File: src/rtl/servo_pkg.sv
package servo_pkg;

   // Action applied to the code register on a clock edge
   typedef enum logic [1:0] {
      STEP_HOLD = 2'd0,
      STEP_UP   = 2'd1,
      STEP_DOWN = 2'd2
   } step_e;

endpackage

File: src/rtl/servo_sync.sv
module servo_sync #(
   parameter int STAGES = 2
) (
   input  logic clk,
   input  logic rst,
   input  logic d_async,
   output logic q_sync
);

   logic [STAGES-1:0] chain_q;

   always_ff @(posedge clk) begin
      if (rst) chain_q <= '0;
      else     chain_q <= {chain_q[STAGES-2:0], d_async};
   end

   assign q_sync = chain_q[STAGES-1];

endmodule

File: src/rtl/servo_tick.sv
module servo_tick #(
   parameter int DIV_RATIO = 10
) (
   input  logic clk,
   input  logic rst,
   output logic tick
);

   generate
      if (DIV_RATIO == 1) begin : g_bypass
         assign tick = 1'b1;
      end else begin : g_divide
         localparam int CNT_W = $clog2(DIV_RATIO);
         localparam logic [CNT_W-1:0] LAST = CNT_W'(DIV_RATIO - 1);
         logic [CNT_W-1:0] cnt_q;

         always_ff @(posedge clk) begin
            if (rst)                cnt_q <= '0;
            else if (cnt_q == LAST) cnt_q <= '0;
            else                    cnt_q <= cnt_q + 1'b1;
         end

         assign tick = (cnt_q == LAST);
      end
   endgenerate

endmodule

File: src/rtl/servo_sat_counter.sv
module servo_sat_counter
   import servo_pkg::*;
#(
   parameter int CODE_W    = 10,
   parameter int INIT_CODE = 512
) (
   input  logic              clk,
   input  logic              rst,
   input  step_e             step,
   output logic [CODE_W-1:0] code,
   output logic              at_lo,
   output logic              at_hi
);

   localparam logic [CODE_W-1:0] CODE_MAX = '1;
   localparam logic [CODE_W-1:0] CODE_INIT = CODE_W'(INIT_CODE);

   always_ff @(posedge clk) begin
      if (rst) begin
         code <= CODE_INIT;
      end else begin
         case (step)
            STEP_UP:   if (code != CODE_MAX) code <= code + 1'b1;
            STEP_DOWN: if (code != '0)       code <= code - 1'b1;
            default:   ;
         endcase
      end
   end

   assign at_lo = (code == '0);
   assign at_hi = (code == CODE_MAX);

endmodule

File: src/rtl/servo_track_reg.sv
module servo_track_reg
   import servo_pkg::*;
#(
   parameter int CODE_W      = 10,
   parameter int DIV_RATIO   = 10,
   parameter int INIT_CODE   = 1 << (CODE_W - 1),
   parameter int SYNC_STAGES = 2
) (
   input  logic              clk,
   input  logic              rst,
   input  logic              enable,
   input  logic              cmp_in,
   output logic [CODE_W-1:0] dac_code,
   output logic              at_limit
);

   initial begin
      assert (CODE_W >= 4 && CODE_W <= 16)
         else $error("servo_track_reg: CODE_W out of range");
      assert (DIV_RATIO >= 1)
         else $error("servo_track_reg: DIV_RATIO must be at least 1");
      assert (INIT_CODE >= 0 && INIT_CODE < (1 << CODE_W))
         else $error("servo_track_reg: INIT_CODE does not fit CODE_W");
      assert (SYNC_STAGES >= 2)
         else $error("servo_track_reg: SYNC_STAGES must be at least 2");
   end

   logic  cmp_s;
   logic  tick;
   logic  lo_hit;
   logic  hi_hit;
   step_e step;

   servo_sync #(.STAGES(SYNC_STAGES)) u_sync (
      .clk     (clk),
      .rst     (rst),
      .d_async (cmp_in),
      .q_sync  (cmp_s)
   );

   servo_tick #(.DIV_RATIO(DIV_RATIO)) u_tick (
      .clk  (clk),
      .rst  (rst),
      .tick (tick)
   );

   // Comparator high means current is short: lower the code to raise drive
   always_comb begin
      step = STEP_HOLD;
      if (tick && enable) step = cmp_s ? STEP_DOWN : STEP_UP;
   end

   servo_sat_counter #(.CODE_W(CODE_W), .INIT_CODE(INIT_CODE)) u_cnt (
      .clk   (clk),
      .rst   (rst),
      .step  (step),
      .code  (dac_code),
      .at_lo (lo_hit),
      .at_hi (hi_hit)
   );

   assign at_limit = lo_hit | hi_hit;

endmodule

File: config.mk
export PLATFORM = sky130hd
export DESIGN_NAME = servo_track_reg
export DESIGN_NICKNAME = d
export VERILOG_FILES = /design/src/rtl/servo_pkg.sv /design/src/rtl/servo_sync.sv /design/src/rtl/servo_tick.sv /design/src/rtl/servo_sat_counter.sv /design/src/rtl/servo_track_reg.sv
export SDC_FILE = /design/constraint.sdc
export NUM_CORES = 1
export LEC_CHECK = 0
export BUFFER_PORTS_ARGS = -buffer_cell sky130_fd_sc_hd__clkbuf_2
export CAP_MARGIN = 20
export CORE_AREA = 2 2 47 49
export CTS_CLUSTER_DIAMETER = 80
export CTS_CLUSTER_SIZE = 28
export DETAILED_ROUTE_END_ITERATION = 6
export DIE_AREA = 0 0 49 51
export PLACE_DENSITY = 0.75
export SLEW_MARGIN = 40
export SYNTH_ARGS = -nofsm -noshare
export SYNTH_HDL_FRONTEND = slang
export SYNTH_SLANG_ARGS = --single-unit
export TNS_END_PERCENT = 20
File: constraint.sdc
create_clock -name clk -period 3.6 [get_ports clk]
set_input_delay 0.9 -clock clk [delete_from_list [all_inputs] [get_ports clk]]
set_output_delay 0.9 -clock clk [all_outputs]
set_load 0.02 [all_outputs]
Yosys cells after proc, flatten, opt, wreduce, memory -nomap -nowiden --
Index checks and enable logic that the tools add are counted.
Word-level totals: logic and storage cells 25, bits in registers 16
Operators by class: reductions and logical operators 6, add/sub/neg operators 3, equality and inequality tests 7, bitwise logic cells 1, multiplexer cells 5
Operators by type and width (count):
- $mux 10 | 2
- $pmux 10 s2 | 1
- $add 10x1->10 const B | 1
- $eq 10x10->1 const B | 1
- $logic_not 10->1 | 1
- $ne 10x10->1 const B | 1
- $reduce_bool 10->1 | 1
- $sub 10x1->10 const B | 1
- $add 4x1->4 const B | 1
- $eq 4x4->1 const B | 1
- $mux 2 | 2
- $ne 2x1->1 const B | 2
- $reduce_and 3->1 | 1
- $eq 2x1->1 const B | 1
- $eq 2x2->1 const B | 1
- $reduce_bool 2->1 | 1
- $reduce_or 2->1 | 1
- $logic_and 1x1->1 | 1
- $or 1x1->1 | 1

Longest topological paths before layout --
Gate-level depths: netlist (run 1).
depth after elaboration 6, gate-level depth with buffers 11

By module --
Synthesis (run 1) repeated with hierarchy kept, for this count alone.
Second synthesis, totals: cells, all modules 128, area total of the unflattened synthesis 1082.3 µm²
By module, submodules not included:
- servo_sat_counter | area an instance 824.5 µm², instances 1, cells each 101, seq. area each 200.2 µm²
- servo_tick | area an instance 183.9 µm², instances 1, cells each 20, seq. area each 80.1 µm²
- servo_sync | area an instance 52.6 µm², instances 1, cells each 4, seq. area each 40.0 µm²
- servo_track_reg | area an instance 21.3 µm², instances 1, cells each 3, seq. area each 0.0 µm²

Least setup slack after synthesis (run 1) --
OpenSTA, ideal clock, no wires.
path type input port to flip-flop, from in enable, to reg u_cnt.code[9], setup time 0.072 ns, data arrival time 2.976 ns, path buffers 0, slack 0.552 ns, stages 9, cell sequence nand4b_1 > nor2_1 > ha_1 > a21o_1 > a21oi_2 > nand2_2 > a221oi_2 > mux2i_1 > mux2i_1
On the way: word-level cells in the longest chain between the ends 5, elaborated cells between the ends (all ways) 9, those cells by class eq/ne: 4; mux: 2; reduce/logical: 3
RTL lines:
- start: declaration | RTL line servo_track_reg.sv:11 | input logic enable,
- $logic_and 1x1->1 (*) | RTL line servo_track_reg.sv:50 | if (tick && enable) step = cmp_s ? STEP_DOWN : STEP_UP;
- $mux 2 (*) | RTL line servo_track_reg.sv:50
- $eq 2x2->1 / $eq 2x1->1 (equally long branches) | RTL line servo_sat_counter.sv:22 | case (step)
- $ne 2x1->1 (no source line) / $reduce_bool 2->1 (equally long branches)
- $reduce_and 3->1 (no source line)
- end signal: assignment | RTL line servo_sat_counter.sv:23 | STEP_UP: if (code != CODE_MAX) code <= code + 1'b1;
- end signal: assignment | RTL line servo_sat_counter.sv:24 | STEP_DOWN: if (code != '0) code <= code - 1'b1;
- end: declaration | RTL line servo_sat_counter.sv:10 | output logic [CODE_W-1:0] code,
Mark *: on every way between the ends. The rest lies on a longest branch, timed or not. A chain may end at the register's enable or synchronous reset.

Worst setup path in the final report (run 1) --
Same ends and word-level chain as after synthesis.

==> results of run 1 <==
## placed cells by master (no fill, tap or decap), types with 2 or more instances in the layout
| cell type | netlist | final |
|---|---|---|
| xnor2_1 | 6 | 6 |
| nand4_1 | 2 | 2 |
| a211oi_1 | 4 | 4 |
| nand4b_1 | 2 | 2 |
| xor2_1 | 3 | 3 |
| clkbuf_4 | 0 | 3 |
| nor2b_1 | 4 | 4 |
| mux2i_1 | 7 | 7 |
| inv_1 | 4 | 4 |
| ha_1 | 10 | 10 |
| clkbuf_2 | 0 | 14 |
| dfxtp_1 | 16 | 16 |
| nor2_1 | 17 | 17 |
| a21oi_1 | 8 | 8 |
| a21o_1 | 3 | 3 |
| nand2_1 | 12 | 12 |
## metrics by stage
stage / instance area, um2 / worst slack, ns / utilization, % / power (mW) / hold WS [ns]
2_1_floorplan: 1060 / 0.552 / - / 0.198 / 0.414
3_3_place_gp: 1160 / 0.488 / 56.1 / 0.202 / 0.431
3_5_place_dp: 1160 / 0.356 / 56.1 / 0.203 / 0.438
4_1_cts: 1190 / 0.651 / 57.9 / 0.323 / 0.460
5_1_grt: 1190 / 0.485 / 57.9 / 0.336 / 0.478
6_report: 1190 / 0.639 / 57.9 / 0.316 / 0.456
## synthesized netlist by cell type, types with 2 or more instances
cell      number
nor2b_1        4
a21o_1         3
nand4_1        2
nor2_1        17
inv_1          4
nand2_1       12
xor2_1         3
a211oi_1       4
dfxtp_1       16
xnor2_1        6
a21oi_1        8
ha_1          10
mux2i_1        7
nand4b_1       2
## where the power goes
part / total, mW / switching (mW) / leakage [nW] / internal [mW]
Combinational: 0.0150 / 0.00850 / 0.366 / 0.00651
Sequential: 0.184 / 0.00297 / 0.130 / 0.181
Clock: 0.117 / 0.0556 / 0.0210 / 0.0614
Total: 0.316 / 0.0671 / 0.517 / 0.249
## cell families after synthesis
kind of cell             Yosys count  synth area share, %
XOR/XNOR                           9                 7.44
adder cells (fa/ha/maj)           11                 13.7
multiplexers                       8                 7.67
AND/OR/NAND/NOR                   47                 22.8
AO/OA/AOI/OAI                     22                 15.3
flip-flops                        16                 30.2
buffers and inverters              6                 2.83
## layout make-up
| cell class | instances | area [um2] | area share (%) |
|---|---|---|---|
| Multi-Input combinational cell | 97 | 709 | 59.4 |
| Sequential cell | 16 | 320 | 26.8 |
| Timing Repair Buffer | 15 | 77.6 | 6.50 |
| Clock buffer | 4 | 36.3 | 3.04 |
| Inverter | 4 | 15.0 | 1.26 |
| Tap cell | 28 | 35.0 | 2.94 |
## final timing paths
kind | to | cells past startpoint | slack, ns
max | u_cnt.code[9]$_SDFFE_PP1P_ | 10 | 0.64
min | u_sync.chain_q[1]$_SDFF_PP0_ | 1 | 0.46
max reg2reg | u_cnt.code[9]$_SDFFE_PP1P_ | 10 | 0.70
min reg2reg | u_sync.chain_q[1]$_SDFF_PP0_ | 1 | 0.46
## metal layers
metal / vias up / routed length (um)
li1: 455 / -
met1: 389 / 953
met2: 18 / 998
met3: 2 / 83
met4: 0 / 11
met5: - / 0
## flip-flops by register name (all words and copies together) (netlist names)
register,count
u_cnt.code,10
u_sync.chain_q,2
u_tick.g_divide.cnt_q,4
==> summary.md, run 1 <==
| Metric | Value |
|---|---|
| Full die area | `0.00250 mm2` |
| Cell types occupying the most area after synthesis | `dfxtp_1 (30%), ha_1 (12%), mux2i_1 (6.6%)` |
| Post-Syn Instances | `119` |
| Via count of the first global-routing pass | `839` |
| Max-slew violation count | `0` |
| Worst-path fanout max | `6` |
| Setup repair after global routing missed its margin | `no` |
| Critical R2R Launch | `u_tick.g_divide.cnt_q[0]$_SDFF_PP0_` |
| Post-Synthesis Net Count | `134` |
| Critical Setup Path Class | `in2reg` |
| Max Buffers Root-to-Sink | `2` |
| Number of buffers inserted by hold repair at cts | `0` |
| Count of cell types in the netlist | `35` |
| Prevailing post-synth register cell | `dfxtp_1` |
| Ports | `15` |
| Biggest area consumer among synthesized cells | `dfxtp_1` |
| Max-cap check violation count | `0` |
| Class of the tightest hold or removal check | `reg2reg` |
| Worst Clk Skew | `0.00975 ns` |
| Slew @ Worst Pin | `0.699 ns` |
| Final worst-path cycle share | `82.2%` |
| Maximum clock rate | `338 MHz` |
| Number of DRC markers after the initial detailed-route iteration | `24` |
| Antenna violations before repair | `0` |
| Most common cell on crit path | `mux2i_1` |
| Count of antenna diodes in the layout | `0` |
| Minimum period implied by the final worst setup slack | `2.96 ns` |
| Antenna viol nets, final | `0` |
| Synth Cell Area | `0.00106 mm2` |
| Number of failing hold endpoints at the final stage | `0` |
| Effective utilization at floorplan | `51.4%` |
| Critical path, cell by cell | `clkbuf_2 > nand4b_1 > nor2_1 > ha_1 > a21o_1 > a21oi_2 > nand2_2 > a221oi_2 > mux2i_1 > mux2i_1` |
| Type of element capturing the critical path | `register` |
| Kind of cell adding the most delay to the critical path | `simple AND/OR/NAND/NOR gates` |
| Outcome | `finished clean` |
| Routing usage on met3 | `2.05%` |
| Via total after detailed routing | `864` |
| Crit path buf inv count | `1` |
| Share of post-route cells with drive strength above 1 | `20.6%` |
| Gp weighted congestion | `0.861` |
| Count of fill cells added during filler insertion | `190` |
| CTS Buf Count | `3` |
| Global-route layer with the greatest usage | `met2` |
| Global-route usage over all layers | `18.8%` |
| Routed wire length per instance | `12.5 um` |
| Port Buf Inserts | `14` |
| Setup Viol. Count Final | `0` |
| Post-Syn Area per Cell | `8.91 um2` |
| Die Y-Extent | `51 um` |
| Placed cell count | `160` |
| Wirelength, routed | `2050 um` |
| Met2 usage in global routing | `33.6%` |
| Remaining global-route overflow | `0` |
| Arrival time reported for the critical path endpoint | `3.16 ns` |
| Number of nets in the layout | `152` |
| Post-cts resize count | `0` |
| DR DRC count | `0` |
| Post-route non-filler standard cell count | `164` |
| Origin of the worst setup path | `enable` |
| Pin count of the biggest net entering global routing | `16` |
| Post-Route Setup TNS | `0 ns` |
| DR pass1 iterations | `4` |
| Width of the die | `49 um` |
| Worst Hold Launch | `u_sync.chain_q[0]$_SDFF_PP0_` |
| Critical-path top delay cell | `nor2_1` |
| Leakage dissipation | `0.517 nW` |
| TritonCTS clock tree | `done` |
| Largest stage delay, worst path | `0.41 ns` |
| Clock latency at the later pin of the worst-skew pair | `0.28 ns` |
| First-pass GRT wire length | `3660 um` |
| Synth Register Bits | `16` |
| Area share of the largest cell type after synthesis | `30.2%` |
| Share of async-settable or async-resettable flops after synthesis | `0%` |
| Detailed-route vias per instance | `5.27` |
| Maximum ir drop on the vdd rail | `0.233 mV` |
| Area growth, synth to finish | `12.6%` |
| Worst slew margin | `53.2%` |
| Number of flops mapped to enable cells by yosys | `0` |
| Area of the core | `0.00206 mm2` |
| Total power per unit cell area | `265 mW/mm2` |
| Clock-pin slew reported for the worst setup and hold paths after clock tree synthesis | `0.09 ns` |
| Detailed placer's ending HPWL | `1560 um` |
| Post CTS Setup Buffer Count | `0` |
| Clock root buffer | `clkbuf_4` |
| Total of warnings raised by yosys | `0` |
| Critical path required time | `3.80 ns` |
| Kind of launch point of the worst setup path | `input port` |
| GRT met1 Usage | `24.0%` |
| Number of placement rows | `17` |
| Sinks on Clock Net | `16` |
| Deepest level of the CTS H-tree | `1` |
| Sequential element share of the synthesized area | `30.2%` |
(Power assumes the default switching activity.)
==> run 2: changes to the inputs <==
- ABC_AREA: unset -> 1
- CORE_AREA: 2 2 47 49 -> 2 2 53 55
- DIE_AREA: 0 0 49 51 -> 0 0 55 57
- PLACE_DENSITY: 0.75 -> 0.71
- clock period: 3.6 -> 2.45 ns (I/O delays scaled with it)
==> summary.md, run 2 <==
| Metric | Value |
|---|---|
| Outcome | `finished clean` |
| Class of the tightest hold or removal check | `reg2reg` |
| Via total after detailed routing | `1173` |
| Critical-path top delay cell | `dfxtp_1` |
| Synth Cell Area | `0.00124 mm2` |
| Max Buffers Root-to-Sink | `2` |
| Total of warnings raised by yosys | `0` |
| Critical path required time | `2.64 ns` |
| Antenna violations before repair | `0` |
| Synth Register Bits | `16` |
| Commonest cells after routing, fill and taps aside | `nand2_1 (61), nor2_1 (31), inv_1 (29), dfxtp_1 (16), clkbuf_2 (14)` |
| Critical path, cell by cell | `ha_1 > nand4_2 > nor2_2 > buf_4 > ha_1 > a21oi_1 > nand2_1 > nand2_1 > nand2_1 > nand2_1 > nand2_2 > nor2_2 > nor2_2` |
| Routed wire length per instance | `10.3 um` |
| Clock latency at the later pin of the worst-skew pair | `0.29 ns` |
| Effective utilization at floorplan | `47.5%` |
| Type of element capturing the critical path | `register` |
| Critical Setup Path Class | `reg2reg` |
| Area share of the largest cell type after synthesis | `25.8%` |
| Max reg flops | `10` |
| Number of nets in the layout | `232` |
| Max-cap check violation count | `0` |
| Pin count of the biggest net entering global routing | `12` |
| Reg2Reg Setup Slack | `0.35 ns` |
| Arrival time reported for the critical path endpoint | `2.29 ns` |
| Kind of launch point of the worst setup path | `register` |
| Prevailing post-synth register cell | `dfxtp_1` |
| Detailed placer's ending HPWL | `2000 um` |
| Ports | `15` |
| Regs by FF count | `u_cnt.code (10), u_tick.g_divide.cnt_q (4), u_sync.chain_q (2)` |
| Endpoint of the worst-slack reg-to-reg timing path | `u_cnt.code[8]$_SDFFE_PP0P_` |
| Cell types occupying the most area after synthesis | `dfxtp_1 (26%), nand2_1 (18%), ha_1 (10%)` |
| Post-cts resize count | `0` |
| Clock root buffer | `clkbuf_4` |
| Post-Synthesis Net Count | `214` |
| Number of flops mapped to enable cells by yosys | `0` |
| Register with the highest flop count | `u_cnt.code` |
| Commonest cells in the synthesized netlist | `nand2_1 (61), nor2_1 (31), inv_1 (29)` |
| Post CTS Setup Buffer Count | `0` |
| Worst Clk Skew | `0.0109 ns` |
| Global-route usage over all layers | `18.5%` |
| First-pass GRT wire length | `4400 um` |
| Final worst-path cycle share | `85.8%` |
| Library cell with the highest instance count after synthesis | `nand2_1` |
| Deepest level of the CTS H-tree | `1` |
| Origin of the worst setup path | `u_tick.g_divide.cnt_q[0]$_SDFF_PP0_` |
| Detailed-route vias per instance | `4.75` |
| Post-Route Setup TNS | `0 ns` |
| Depth of the most critical reg-to-reg path | `13` |
| Count of antenna diodes in the layout | `0` |
| Biggest area consumer among synthesized cells | `dfxtp_1` |
| Die Y-Extent | `57 um` |
| Worst setup timing slack at the placement stage | `0.228 ns` |
| Post-Syn Instances | `199` |
| Placed cell count | `243` |
| Width of the die | `55 um` |
| Most common library cell in the layout ignoring fill and taps | `nand2_1` |
| Setup slack after layout | `0.348 ns` |
| DR pass1 iterations | `4` |
| Count of cell types in the netlist | `22` |
| Setup Viol. Count Final | `0` |
| Maximum clock rate | `476 MHz` |
| Max-slew violation count | `0` |
| Number of placement rows | `19` |
| Area of the core | `0.00262 mm2` |
| Leakage dissipation | `0.773 nW` |
| Number of failing hold endpoints at the final stage | `0` |
| Antenna viol nets, final | `0` |
| Worst setup path endpoint | `u_cnt.code[8]$_SDFFE_PP0P_` |
| Wirelength, routed | `2540 um` |
| Area growth, synth to finish | `11.1%` |
| Post-route non-filler standard cell count | `247` |
| Number of DRC markers after the initial detailed-route iteration | `14` |
| Largest stage delay, worst path | `0.40 ns` |
| Worst slew margin | `69.4%` |
| Critical R2R Launch | `u_tick.g_divide.cnt_q[0]$_SDFF_PP0_` |
| Number of buffers inserted by hold repair at cts | `0` |
| Share of post-route cells with drive strength above 1 | `16.7%` |
| Clock-pin slew reported for the worst setup and hold paths after clock tree synthesis | `0.11 ns` |
| Post-Syn Area per Cell | `6.24 um2` |
| Sequential element share of the synthesized area | `25.8%` |
| Slew @ Worst Pin | `0.454 ns` |
| Full die area | `0.00314 mm2` |
| Port Buf Inserts | `14` |
| Worst-path fanout max | `11` |
| Share of async-settable or async-resettable flops after synthesis | `0%` |
| Remaining global-route overflow | `0` |
| Minimum period implied by the final worst setup slack | `2.10 ns` |
| Most common cell on crit path | `nand2_1` |
| Sinks on Clock Net | `16` |
| Setup repair after global routing missed its margin | `no` |
| Gp weighted congestion | `0.885` |
| CTS Buf Count | `3` |
| Maximum ir drop on the vdd rail | `0.344 mV` |
| TritonCTS clock tree | `done` |
| Total power per unit cell area | `343 mW/mm2` |
| Via count of the first global-routing pass | `1028` |
| DR DRC count | `0` |
-- run 2: critical path, delay by kind of cell (launching register included) --
kind                     cells  cell delay [ns]
flip-flops                   1             0.40
AO/OA/AOI/OAI                1             0.16
adder cells (fa/ha/maj)      2             0.51
buffers and inverters        1             0.19
AND/OR/NAND/NOR              9             0.75
-- run 2: power breakdown --
part | switching, mW | internal (mW)
logic | 0.0122 | 0.00821
registers | 0.00511 | 0.266
clock network | 0.0907 | 0.0905
total | 0.108 | 0.365
-- run 2: cell type report --
class                      count  area, um2
inverter                      29        109
sequential                    16        320
clock buffer                   4       36.3
tap                           31       38.8
multi-input combinational    152        797
fill                         278       1240
timing repair buffer          15       77.6
-- run 2: cells by family (layout without fill, tap and decap cells) --
family                     after synthesis  after routing  share of synthesized area (%)
and+or+nand+nor                        125            125                           44.3
DFF                                     16             16                           25.8
buffers and inverters                   31             48                           9.98
xor gates and xnor gates                 4              4                           2.82
adders and majority gates               11             11                           11.7
AOI/OAI and AO/OA                       12             12                           5.44
-- run 2: routing by layer --
metal  up-vias  part of all wire (%)  GRT usage, %
met2        20                    44          28.7
met3         4                   3.9          1.57
li1        649                     -             -
met1       500                    50          27.1
met4         0                   1.3          5.23
met5         -                     0             0
-- run 2: how the worst min path moves through the flow --
stage / start / end / slack, ns / depth (start not counted)
after global routing: u_sync.chain_q[0]$_SDFF_PP0_ / u_sync.chain_q[1]$_SDFF_PP0_ / 0.44 / 2
final: u_sync.chain_q[0]$_SDFF_PP0_ / u_sync.chain_q[1]$_SDFF_PP0_ / 0.43 / 2
after global placement: u_sync.chain_q[0]$_SDFF_PP0_ / u_sync.chain_q[1]$_SDFF_PP0_ / 0.41 / 2
after floorplan: u_sync.chain_q[0]$_SDFF_PP0_ / u_sync.chain_q[1]$_SDFF_PP0_ / 0.39 / 2
after CTS: u_sync.chain_q[0]$_SDFF_PP0_ / u_sync.chain_q[1]$_SDFF_PP0_ / 0.44 / 2
after detailed placement: u_sync.chain_q[0]$_SDFF_PP0_ / u_sync.chain_q[1]$_SDFF_PP0_ / 0.41 / 2
-- run 2: stage by stage --
| step | hold slack (ns) | power, mW | cell area, um2 | util [%] |
|---|---|---|---|---|
| finish | 0.430 | 0.473 | 1380 | 52.7 |
| global route | 0.441 | 0.493 | 1380 | 52.7 |
| CTS | 0.436 | 0.476 | 1380 | 52.7 |
| detailed placement | 0.407 | 0.298 | 1340 | 51.3 |
| global placement | 0.408 | 0.297 | 1340 | 51.3 |
| floorplan | 0.388 | 0.291 | 1240 | - |
